===== src/rtl/dbuck_upwm_pkg.sv =====
package dbuck_upwm_pkg;

   localparam int UPWM_NPH = 3;

   typedef enum logic [1:0] {
      UPWM_SINE = 2'd0,
      UPWM_SVEC = 2'd1,
      UPWM_DISC = 2'd2,
      UPWM_ALT  = 2'd3
   } upwm_mode_e;

endpackage


===== src/rtl/dbuck_upwm_carrier.sv =====
module dbuck_upwm_carrier #(
   parameter int FRAC_W   = 8,
   parameter int PRESCALE = 1
) (
   input  logic                     clk,
   input  logic                     rst_n,
   output logic signed [FRAC_W+1:0] car,
   output logic                     smp
);
   localparam int CW = FRAC_W + 2;
   localparam logic signed [CW-1:0] CTOP = CW'((1 << FRAC_W) - 1);
   localparam logic signed [CW-1:0] CBOT = -CTOP;

   logic tick;
   logic up;

   generate
      if (PRESCALE == 1) begin : g_nodiv
         assign tick = 1'b1;
      end else begin : g_div
         localparam int PW = $clog2(PRESCALE);
         logic [PW-1:0] pcnt;
         assign tick = (pcnt == PW'(PRESCALE - 1));
         always_ff @(posedge clk) begin
            if (!rst_n)    pcnt <= '0;
            else if (tick) pcnt <= '0;
            else           pcnt <= pcnt + PW'(1);
         end
      end
   endgenerate

   assign smp = tick && ((car == CTOP) || (car == CBOT));

   always_ff @(posedge clk) begin
      if (!rst_n) begin
         car <= CBOT;
         up  <= 1'b1;
      end else if (tick) begin
         if (up) begin
            if (car == CTOP - CW'(1)) up <= 1'b0;
            car <= car + CW'(1);
         end else begin
            if (car == CBOT + CW'(1)) up <= 1'b1;
            car <= car - CW'(1);
         end
      end
   end


   car_range_chk: assert property (@(posedge clk) disable iff (!rst_n)
      (car <= CTOP) && (car >= CBOT));


   car_step_chk: assert property (@(posedge clk) disable iff (!rst_n)
      !$stable(car) |-> ((car == $past(car) + CW'(1)) || (car == $past(car) - CW'(1))));

endmodule


===== src/rtl/dbuck_upwm_zseq.sv =====
module dbuck_upwm_zseq
   import dbuck_upwm_pkg::*;
#(
   parameter int FRAC_W = 8,
   parameter int IREF_W = 12
) (
   input  logic                      clk,
   input  logic                      rst_n,
   input  logic                      smp,
   input  logic [1:0]                mode,
   input  logic signed [FRAC_W+1:0]  duty [UPWM_NPH],
   input  logic signed [IREF_W-1:0]  iref [UPWM_NPH],
   output logic signed [FRAC_W+3:0]  dzs
);
   localparam int DW = FRAC_W + 2;
   localparam int SW = FRAC_W + 4;
   localparam int JW = IREF_W + 1;
   localparam logic signed [SW-1:0] FONE = SW'(1 << FRAC_W);

   logic signed [DW-1:0] dmax, dmin;
   logic signed [IREF_W-1:0] imax, imin;
   logic signed [SW-1:0] dmax_x, dmin_x;
   logic signed [JW-1:0] jsum;
   logic k0_q, k0_nx;
   upwm_mode_e md;

   always_comb begin
      dmax = duty[0];
      dmin = duty[0];
      imax = iref[0];
      imin = iref[0];
      for (int p = 1; p < UPWM_NPH; p++) begin
         if (duty[p] > dmax) dmax = duty[p];
         if (duty[p] < dmin) dmin = duty[p];
         if (iref[p] > imax) imax = iref[p];
         if (iref[p] < imin) imin = iref[p];
      end
   end

   assign dmax_x = SW'(dmax);
   assign dmin_x = SW'(dmin);
   assign jsum   = JW'(imax) + JW'(imin);
   assign md     = upwm_mode_e'(mode);

   always_comb begin
      if (jsum > JW'(0))      k0_nx = 1'b1;
      else if (jsum < JW'(0)) k0_nx = 1'b0;
      else                    k0_nx = k0_q;
   end

   always_ff @(posedge clk) begin
      if (!rst_n)   k0_q <= 1'b1;
      else if (smp) k0_q <= k0_nx;
   end

   always_comb begin
      case (md)
         UPWM_SVEC: dzs = (-(dmax_x + dmin_x)) >>> 1;
         UPWM_DISC: dzs = k0_nx ? (FONE - dmax_x) : (-FONE - dmin_x);
         default:   dzs = '0;
      endcase
   end


   k0_hold_chk: assert property (@(posedge clk) disable iff (!rst_n)
      (smp && (jsum == JW'(0))) |=> $stable(k0_q));


   k0_quiet_chk: assert property (@(posedge clk) disable iff (!rst_n)
      !smp |=> $stable(k0_q));

endmodule


===== src/rtl/dbuck_upwm_leg.sv =====
module dbuck_upwm_leg #(
   parameter int FRAC_W = 8
) (
   input  logic                     clk,
   input  logic                     rst_n,
   input  logic                     smp,
   input  logic signed [FRAC_W+1:0] duty,
   input  logic                     iref_neg,
   input  logic signed [FRAC_W+3:0] dzs,
   input  logic signed [FRAC_W+1:0] car,
   output logic                     gate_hi,
   output logic                     gate_lo
);
   localparam int CW = FRAC_W + 2;
   localparam int SW = FRAC_W + 4;
   localparam logic signed [SW-1:0] SPOS = SW'(1 << FRAC_W);
   localparam logic signed [CW-1:0] CPOS = CW'(1 << FRAC_W);

   logic signed [SW-1:0] sum;
   logic signed [CW-1:0] mod_nx, mod_q;
   logic pos_q, armed;

   assign sum = SW'(duty) + dzs;

   always_comb begin
      if (sum > SPOS)       mod_nx = CPOS;
      else if (sum < -SPOS) mod_nx = -CPOS;
      else                  mod_nx = CW'(sum);
   end

   always_ff @(posedge clk) begin
      if (!rst_n) begin
         mod_q <= '0;
         pos_q <= 1'b1;
         armed <= 1'b0;
      end else if (smp) begin
         mod_q <= mod_nx;
         pos_q <= !iref_neg;
         armed <= 1'b1;
      end
   end

   always_ff @(posedge clk) begin
      if (!rst_n) begin
         gate_hi <= 1'b0;
         gate_lo <= 1'b0;
      end else begin
         gate_hi <= armed && pos_q && (mod_q > car);
         gate_lo <= armed && !pos_q && (mod_q < car);
      end
   end


   leg_excl_chk: assert property (@(posedge clk) disable iff (!rst_n)
      !(gate_hi && gate_lo));


   leg_lo_pol_chk: assert property (@(posedge clk) disable iff (!rst_n)
      gate_lo |-> !$past(pos_q));


   leg_hold_chk: assert property (@(posedge clk) disable iff (!rst_n)
      !smp |=> $stable(mod_q));


   leg_clamp_chk: assert property (@(posedge clk) disable iff (!rst_n)
      (mod_q <= CPOS) && (mod_q >= -CPOS));

endmodule


===== src/rtl/dbuck_upwm.sv =====
module dbuck_upwm
   import dbuck_upwm_pkg::*;
#(
   parameter int FRAC_W   = 8,
   parameter int IREF_W   = 12,
   parameter int PRESCALE = 1
) (
   input  logic                     clk,
   input  logic                     rst_n,
   input  logic [1:0]               mode,
   input  logic signed [FRAC_W+1:0] duty_a,
   input  logic signed [FRAC_W+1:0] duty_b,
   input  logic signed [FRAC_W+1:0] duty_c,
   input  logic signed [IREF_W-1:0] iref_a,
   input  logic signed [IREF_W-1:0] iref_b,
   input  logic signed [IREF_W-1:0] iref_c,
   output logic [2:0]               gate_hi,
   output logic [2:0]               gate_lo
);
   localparam int DW = FRAC_W + 2;
   localparam int SW = FRAC_W + 4;

   generate
      if (FRAC_W < 4 || FRAC_W > 16) begin : g_bad_frac
         $error("FRAC_W must lie in 4..16");
      end
      if (IREF_W < 2) begin : g_bad_iref
         $error("IREF_W must be at least 2");
      end
      if (PRESCALE < 1) begin : g_bad_pre
         $error("PRESCALE must be at least 1");
      end
   endgenerate

   logic signed [DW-1:0]     duty_v [UPWM_NPH];
   logic signed [IREF_W-1:0] iref_v [UPWM_NPH];
   logic signed [DW-1:0]     car;
   logic signed [SW-1:0]     dzs;
   logic                     smp;

   assign duty_v[0] = duty_a;
   assign duty_v[1] = duty_b;
   assign duty_v[2] = duty_c;
   assign iref_v[0] = iref_a;
   assign iref_v[1] = iref_b;
   assign iref_v[2] = iref_c;

   dbuck_upwm_carrier #(.FRAC_W(FRAC_W), .PRESCALE(PRESCALE)) u_car (
      .clk(clk), .rst_n(rst_n), .car(car), .smp(smp)
   );

   dbuck_upwm_zseq #(.FRAC_W(FRAC_W), .IREF_W(IREF_W)) u_zseq (
      .clk(clk), .rst_n(rst_n), .smp(smp), .mode(mode),
      .duty(duty_v), .iref(iref_v), .dzs(dzs)
   );

   generate
      for (genvar g = 0; g < UPWM_NPH; g++) begin : g_leg
         dbuck_upwm_leg #(.FRAC_W(FRAC_W)) u_leg (
            .clk(clk), .rst_n(rst_n), .smp(smp),
            .duty(duty_v[g]), .iref_neg(iref_v[g][IREF_W-1]),
            .dzs(dzs), .car(car),
            .gate_hi(gate_hi[g]), .gate_lo(gate_lo[g])
         );
      end
   endgenerate

endmodule


===== config.mk =====
export PLATFORM = sky130hd
export DESIGN_NAME = dbuck_upwm
export DESIGN_NICKNAME = d
export VERILOG_FILES = /design/src/rtl/dbuck_upwm_pkg.sv /design/src/rtl/dbuck_upwm_carrier.sv /design/src/rtl/dbuck_upwm_zseq.sv /design/src/rtl/dbuck_upwm_leg.sv /design/src/rtl/dbuck_upwm.sv
export SDC_FILE = /design/constraint.sdc
export NUM_CORES = 1
export LEC_CHECK = 0
export BUFFER_PORTS_ARGS = -buffer_cell sky130_fd_sc_hd__buf_2
export CAP_MARGIN = 10
export CORE_ASPECT_RATIO = 0.75
export CORE_UTILIZATION = 38
export CTS_CLUSTER_DIAMETER = 200
export CTS_CLUSTER_SIZE = 28
export DETAILED_ROUTE_END_ITERATION = 8
export PLACE_DENSITY_LB_ADDON = 0.3
export SLEW_MARGIN = 20
export SYNTH_ARGS = -nofsm -noshare
export SYNTH_HDL_FRONTEND = slang
export SYNTH_SLANG_ARGS = --single-unit

===== constraint.sdc =====
create_clock -name clk -period 14.8 [get_ports clk]
set_input_delay 2.96 -clock clk [delete_from_list [all_inputs] [get_ports clk]]
set_output_delay 2.96 -clock clk [all_outputs]
set_load 0.005 [all_outputs]

Word-level counts from Yosys, hierarchy flattened
Index checks and enable logic that the tools add are counted.

Bits in registers: 52. Input bits: 70.

Add/subtract/negate cells: 10. Order comparisons: 22. Eq/ne operators: 6. Mux-type cells: 22. Reductions and logical operators: 19.

Operators with widths (count): 10-bit 2-to-1 mux (11); 12-bit 2-to-1 mux (5); 10-bit > comparator (5); 10-bit < comparator (5); 10-bit by 9-bit equality test with 1-bit output, second input constant (4); 10-bit by 12-bit adder with 12-bit output (3); 12-bit by 10-bit > comparator with 1-bit output, second input constant (3); 12-bit by 9-bit < comparator with 1-bit output, second input constant (3); 12-bit > comparator (2); 12-bit < comparator (2); 12-bit case mux with 2 select lines (1); 12-bit by 12-bit adder with 13-bit output (1); 13-bit by 1-bit > comparator with 1-bit output, second input constant (1); 13-bit by 1-bit < comparator with 1-bit output, second input constant (1); 1-bit logical AND (12); 12-bit negator (1); 10-bit by 10-bit adder with 11-bit output (1); 10-bit by 10-bit subtractor with 11-bit output, first input constant (1); 9-bit by 10-bit subtractor with 11-bit output, first input constant (1); 10-bit by 2-bit adder with 10-bit output, second input constant (1); 10-bit by 2-bit subtractor with 10-bit output, second input constant (1); 1-bit zero test (6); 1-bit 2-to-1 mux (5); 2-bit by 1-bit equality test with 1-bit output, second input constant (1); other kinds (2) (2).

Longest topological paths before layout
Depth after elaboration: 14. Mapped depth: 56. Mapped depth without buffers: 54.

By module
Synthesis repeated with hierarchy kept, for this count alone.

Cell total of the unflattened synthesis: 1174. Area total of the unflattened synthesis: 9337.7 µm².

By module, submodules not included: dbuck_upwm_zseq (times used 1, cells an instance 628, area an instance 4750.8 µm², seq. area each 20.0 µm²); dbuck_upwm_leg at g_leg[1].u_leg ... (times used 2, cells an instance 157, area an instance 1302.5 µm², seq. area each 280.3 µm²); dbuck_upwm_leg at g_leg[0].u_leg (times used 1, cells an instance 148, area an instance 1276.2 µm², seq. area each 280.3 µm²); dbuck_upwm_carrier (times used 1, cells an instance 84, area an instance 705.7 µm², seq. area each 220.2 µm²).

Worst setup path after synthesis
OpenSTA, ideal clock, no wires.

Path kind: input to register. Start: input port iref_a[5]. End: register g_leg[0].u_leg.mod_q[0]. Library setup time: 0.125 ns. Arrival: 13.259 ns. Data required time: 14.675 ns. Slack: 1.416 ns. Stages: 51. Path through: inv_1 -> ha_1 -> a21o_1 -> a21o_1 -> a21oi_1 -> o21ai_0 -> a221oi_1 -> xnor2_1 -> nor2_1 -> buf_1 -> mux2i_1 -> ha_1 -> o21a_1 -> o21a_1 -> o21a_1 -> o21a_1 -> o21a_1 -> o21ai_0 -> [... 15 more ...] -> mux2_2 -> a22oi_1 -> nor2_1 -> ha_1 -> a21o_1 -> a21oi_1 -> o21bai_1 -> a21oi_1 -> o21bai_1 -> a21oi_1 -> nor2_1 -> or4_1 -> o211a_1 -> and4_4 -> o311ai_2 -> a211oi_1 -> a31oi_2 -> o21ai_1.

Word-level cells in the longest chain between the ends: 14. Elaborated cells between the ends (all ways): 20.

Ends and longest elaborated chain: start: declaration (line dbuck_upwm.sv:14) `input logic signed [IREF_W-1:0] iref_a,`; 12-bit > comparator or 12-bit < comparator (tied branches) (line dbuck_upwm_zseq.sv:35, dbuck_upwm_zseq.sv:36); 12-bit 2-to-1 mux (on tied branches) (line dbuck_upwm_zseq.sv:35, dbuck_upwm_zseq.sv:36); 12-bit > comparator or 12-bit < comparator (tied branches) (line dbuck_upwm_zseq.sv:35, dbuck_upwm_zseq.sv:36); 12-bit 2-to-1 mux (on tied branches) (line dbuck_upwm_zseq.sv:35, dbuck_upwm_zseq.sv:36); 12-bit by 12-bit adder with 13-bit output (*) (line dbuck_upwm_zseq.sv:42) `assign jsum = JW'(imax) + JW'(imin);`; 13-bit by 1-bit < comparator with 1-bit output (line dbuck_upwm_zseq.sv:47) `else if (jsum < JW'(0)) k0_nx = 1'b0;`; 1-bit 2-to-1 mux (line dbuck_upwm_zseq.sv:47); 1-bit 2-to-1 mux (*) (line dbuck_upwm_zseq.sv:46) `if (jsum > JW'(0)) k0_nx = 1'b1;`; 12-bit 2-to-1 mux (*) (line dbuck_upwm_zseq.sv:59) `UPWM_DISC: dzs = k0_nx ? (FONE - dmax_x) : (-FONE - dmin_x);`; 12-bit case mux with 2 select lines (*) (line dbuck_upwm_zseq.sv:57) `case (md)`; 10-bit by 12-bit adder with 12-bit output (*) (line dbuck_upwm_leg.sv:23) `assign sum = SW'(duty) + dzs;`; 12-bit by 9-bit < comparator with 1-bit output (line dbuck_upwm_leg.sv:27) `else if (sum < -SPOS) mod_nx = -CPOS;`; 10-bit 2-to-1 mux (line dbuck_upwm_leg.sv:27); 10-bit 2-to-1 mux (*) (line dbuck_upwm_leg.sv:26) `if (sum > SPOS) mod_nx = CPOS;`; end signal: assignment (line dbuck_upwm_leg.sv:37) `mod_q <= mod_nx;`; end: declaration (line dbuck_upwm_leg.sv:20) `logic signed [CW-1:0] mod_nx, mod_q;`.

Mark *: on every way between the ends. The rest lies on a longest branch, timed or not. A chain may end at the register's enable or synchronous reset.

Final worst setup path
Start: input port iref_a[5]. End: register g_leg[0].u_leg.mod_q[2].

The elaborated chain is that of the path after synthesis.

==> results.tsv <==
metric	value	unit
total number of vias	8850	
number of synthesized register bits	52	
GR Util All Layers	0.216	
drt drc	7	
final worst-path cycle share	0.931	
remaining antenna violation count	0	
Nets	1485	
routability cong.	0.914	
EDFF count, synth	0	
maximum clock insertion buffer count	2	
Worst Tran Pin Value	1.06	ns
Leakage	4.67	nW
syn avg cell area	7.54	um2
grt total ovfl	0	
Hold WS	0.453	ns
crit end category	register	
clk root buf	clkbuf_16	
Core ar.	23100	um2
Clock Power Share	0.092	
H-tree levels	2	
first-pass GRT wire length	43.0	mm
Seq pwr share	0.133	
run status	complete, but fails checks	
CP top delay family	compound AO/OA/AOI/OAI gates	
ys async rst share	0	
WL/cell	17.0	um
area grow syn2layout	9.04	%
DR vias/cell	5.71	
crit-path most repeated cell	a21oi_1	
Crit Path Class	in2reg	
layout cells sized above 1	0.0967	
synthesized area	9010	um2
setup repair after global routing missed its margin	no	
Internal	0.000606	W
Fin Setup TNS	0	ns
Crit Path Max Fanout	11	
Ys Warns	0	
Logic pwr share	0.774	
worst hold path type	reg2reg	
Critical path buffers and inverters	5	
Pre-Repair DR Iteration Count	8	
Worst path slowest cell	fa_1	
Slew headroom	0.291	
top cells by area, synth	ha_1 22%, dfxtp_1 12%, mux2i_1 6.8%, a21oi_1 4.9%, nor2_1 4.4%	
CTS sink cnt	52	
cts bufs inserted	5	
CP max stage delay	0.46	ns
Initial Utilization	0.390	
Psw	0.000645	W
Cell variety after synth	80	
Setup-failing EPs final	0	
Clock transition at path regs	0.07	ns
Sw Ratio	0.516	
Crit path required time	14.97	ns
I/O pins	76	
Die Area	24300	um2
Worst setup SP type	input port	
Syn Inst Count	1196	
CTS tree	done	
hold_buf cts	0	
largest net degree at the start of global routing	28	
die height	135	um
Synth top area share	0.221	
Layout Skew	0.00332	ns
DRT iter0 DRCs	683	
Power Density	127	nW/um2
Port Buffer Count	75	
top_reg_cell synth	dfxtp_1	
initial antenna violation count	0	
Peak Freq	0.0726	GHz
vias in the first global route	8130	
Post-Route WL	26.4	mm
Critical Path AT	13.95	ns
diode count	0	
post-DP HPWL	22.1	mm
chip width	180	um
failing checks	design-rule violations	
worst skew pair latency	0.29	ns
Post-Syn Nets	1431	
Period minus WS final	13.77	ns
area leader, netlist	ha_1	
max cap viols	0	
row cnt	48	
final hold vios	0	
Seq/Total Area, Yosys	0.116	
VDD IR max	0.0000496	V
max-slew violations	0	
==> power groups by stage <==
stage          combinational (W)  clock [W]  sequential (W)
2_1_floorplan           0.000726          0        0.000165
4_1_cts                 0.000956   0.000117        0.000167
3_5_place_dp            0.000949          0        0.000170
5_1_grt                  0.00108   0.000125        0.000169
6_report                0.000969   0.000115        0.000167
3_3_place_gp            0.000937          0        0.000170
==> area by class of cell <==
cell class                      count  area [um2]
Clock inverter                      2        16.3
Fill cell                        2361       13300
Inverter                           99         372
Tap cell                          300         375
Sequential cell                    52        1040
Timing Repair Buffer               83         435
Clock buffer                        6         129
Multi-Input combinational cell   1009        7460
==> Yosys cell counts, drive strengths merged, types with 4 or more instances <==
cell     instances
fa               6
and3             6
o21a            13
a31oi           10
and2            15
nand3           11
o31ai            8
a221oi           5
xnor2           44
or2              6
nor2b           29
xor2            21
clkbuf          23
ha             159
mux2             7
a21o            29
o22ai            5
nor2           106
buf             13
nor3            32
mux2i           61
o311ai           4
nor4bb           5
dfxtp           52
nand4           21
a41oi            6
inv             99
a211oi           9
nand2           99
o2111ai          4
o211ai          13
a22oi            8
o21ai           79
nor4            12
nand2b          17
a211o            4
or3             11
o21bai          11
a21oi           88
==> stage by stage <==
step                 util  power, W  worst slack, ns  cell area, um2  instances
floorplan               -  0.000891             1.42            9010       1196
global placement    0.417   0.00111            0.875            9650       1542
detailed placement  0.417   0.00112            0.597            9650       1542
CTS                 0.424   0.00124            0.834            9800       1550
global route        0.425   0.00137           0.0206            9830       1551
finish              0.425   0.00125             1.03            9830       1551
==> placed cells by master, fill, tap and decap left out, drive strengths merged, types with 6 or more instances in the layout <==
| cell | netlist | routed |
|---|---|---|
| dfxtp | 52 | 52 |
| a22oi | 8 | 8 |
| xor2 | 21 | 21 |
| nand2b | 17 | 17 |
| a21oi | 88 | 88 |
| o21a | 13 | 13 |
| mux2i | 61 | 61 |
| a211oi | 9 | 9 |
| nand3 | 11 | 11 |
| and3 | 6 | 6 |
| nand2 | 99 | 99 |
| nand4 | 21 | 21 |
| or3 | 11 | 11 |
| or2 | 6 | 6 |
| a31oi | 10 | 10 |
| a21o | 29 | 29 |
| nor3 | 32 | 32 |
| fa | 6 | 6 |
| o21ai | 79 | 79 |
| buf | 13 | 83 |
| o31ai | 8 | 8 |
| inv | 99 | 99 |
| and2 | 15 | 15 |
| o211ai | 13 | 13 |
| o21bai | 11 | 11 |
| mux2 | 7 | 7 |
| xnor2 | 44 | 44 |
| nor2 | 106 | 106 |
| a41oi | 6 | 6 |
| clkbuf | 23 | 6 |
| ha | 159 | 159 |
| nor4 | 12 | 12 |
| nor2b | 29 | 29 |
==> flip-flops by register name, summed over array words and instances, names as in the netlist <==
name and count:
g_leg.u_leg.armed 1, g_leg.u_leg.gate_hi 3, g_leg.u_leg.gate_lo 3, g_leg.u_leg.mod_q 30, g_leg.u_leg.pos_q 3, u_car.car 10
u_car.up 1, u_zseq.k0_q 1
==> worst reg2reg max path, delay by kind of cell, from the launching register on <==
family | cells | cell delay [ns]
DFF | 1 | 0.32
and+or+nand+nor | 6 | 1.68
adders and majority gates | 1 | 0.35
AOI/OAI and AO/OA | 16 | 3.23
muxes | 1 | 0.36
buffers and inverters | 1 | 0.17
==> metal layers <==
metal,up-vias,track usage,routed length [um]
met5,-,0,0
met2,271,0.326,10500
met4,0,0.0330,303
met3,22,0.0226,1660
li1,4458,-,-
met1,4099,0.331,13900
==> path summary, 6_finish.rpt <==
check,end,startpoint,depth (start not counted),slack (ns)
worst max register to register,g_leg[0].u_leg.mod_q[2],u_zseq.k0_q,25,8.58
worst min register to register,g_leg[0].u_leg.mod_q[0],g_leg[0].u_leg.mod_q[0],2,0.45
worst max-delay path,g_leg[0].u_leg.mod_q[2],iref_a[5],53,1.03
worst min-delay path,g_leg[0].u_leg.mod_q[0],g_leg[0].u_leg.mod_q[0],2,0.45
==> repair_timing <==
| item | CTS | global route |
|---|---|---|
| buffers inserted | 0 | 1 |
| resized for setup | 0 | 4 |
| setup endpoints to repair | 0 | 24 |
==> cell families after synthesis <==
| family | count (synthesis) | share of synthesized area |
|---|---|---|
| fa+ha+maj | 166 | 0.235 |
| compound gates | 326 | 0.240 |
| flops | 52 | 0.116 |
| xor+xnor | 65 | 0.0632 |
| simple gates | 384 | 0.210 |
| buf+inv | 135 | 0.0596 |
| mux | 68 | 0.0765 |
Note: power is estimated with default switching activity, not from simulation.
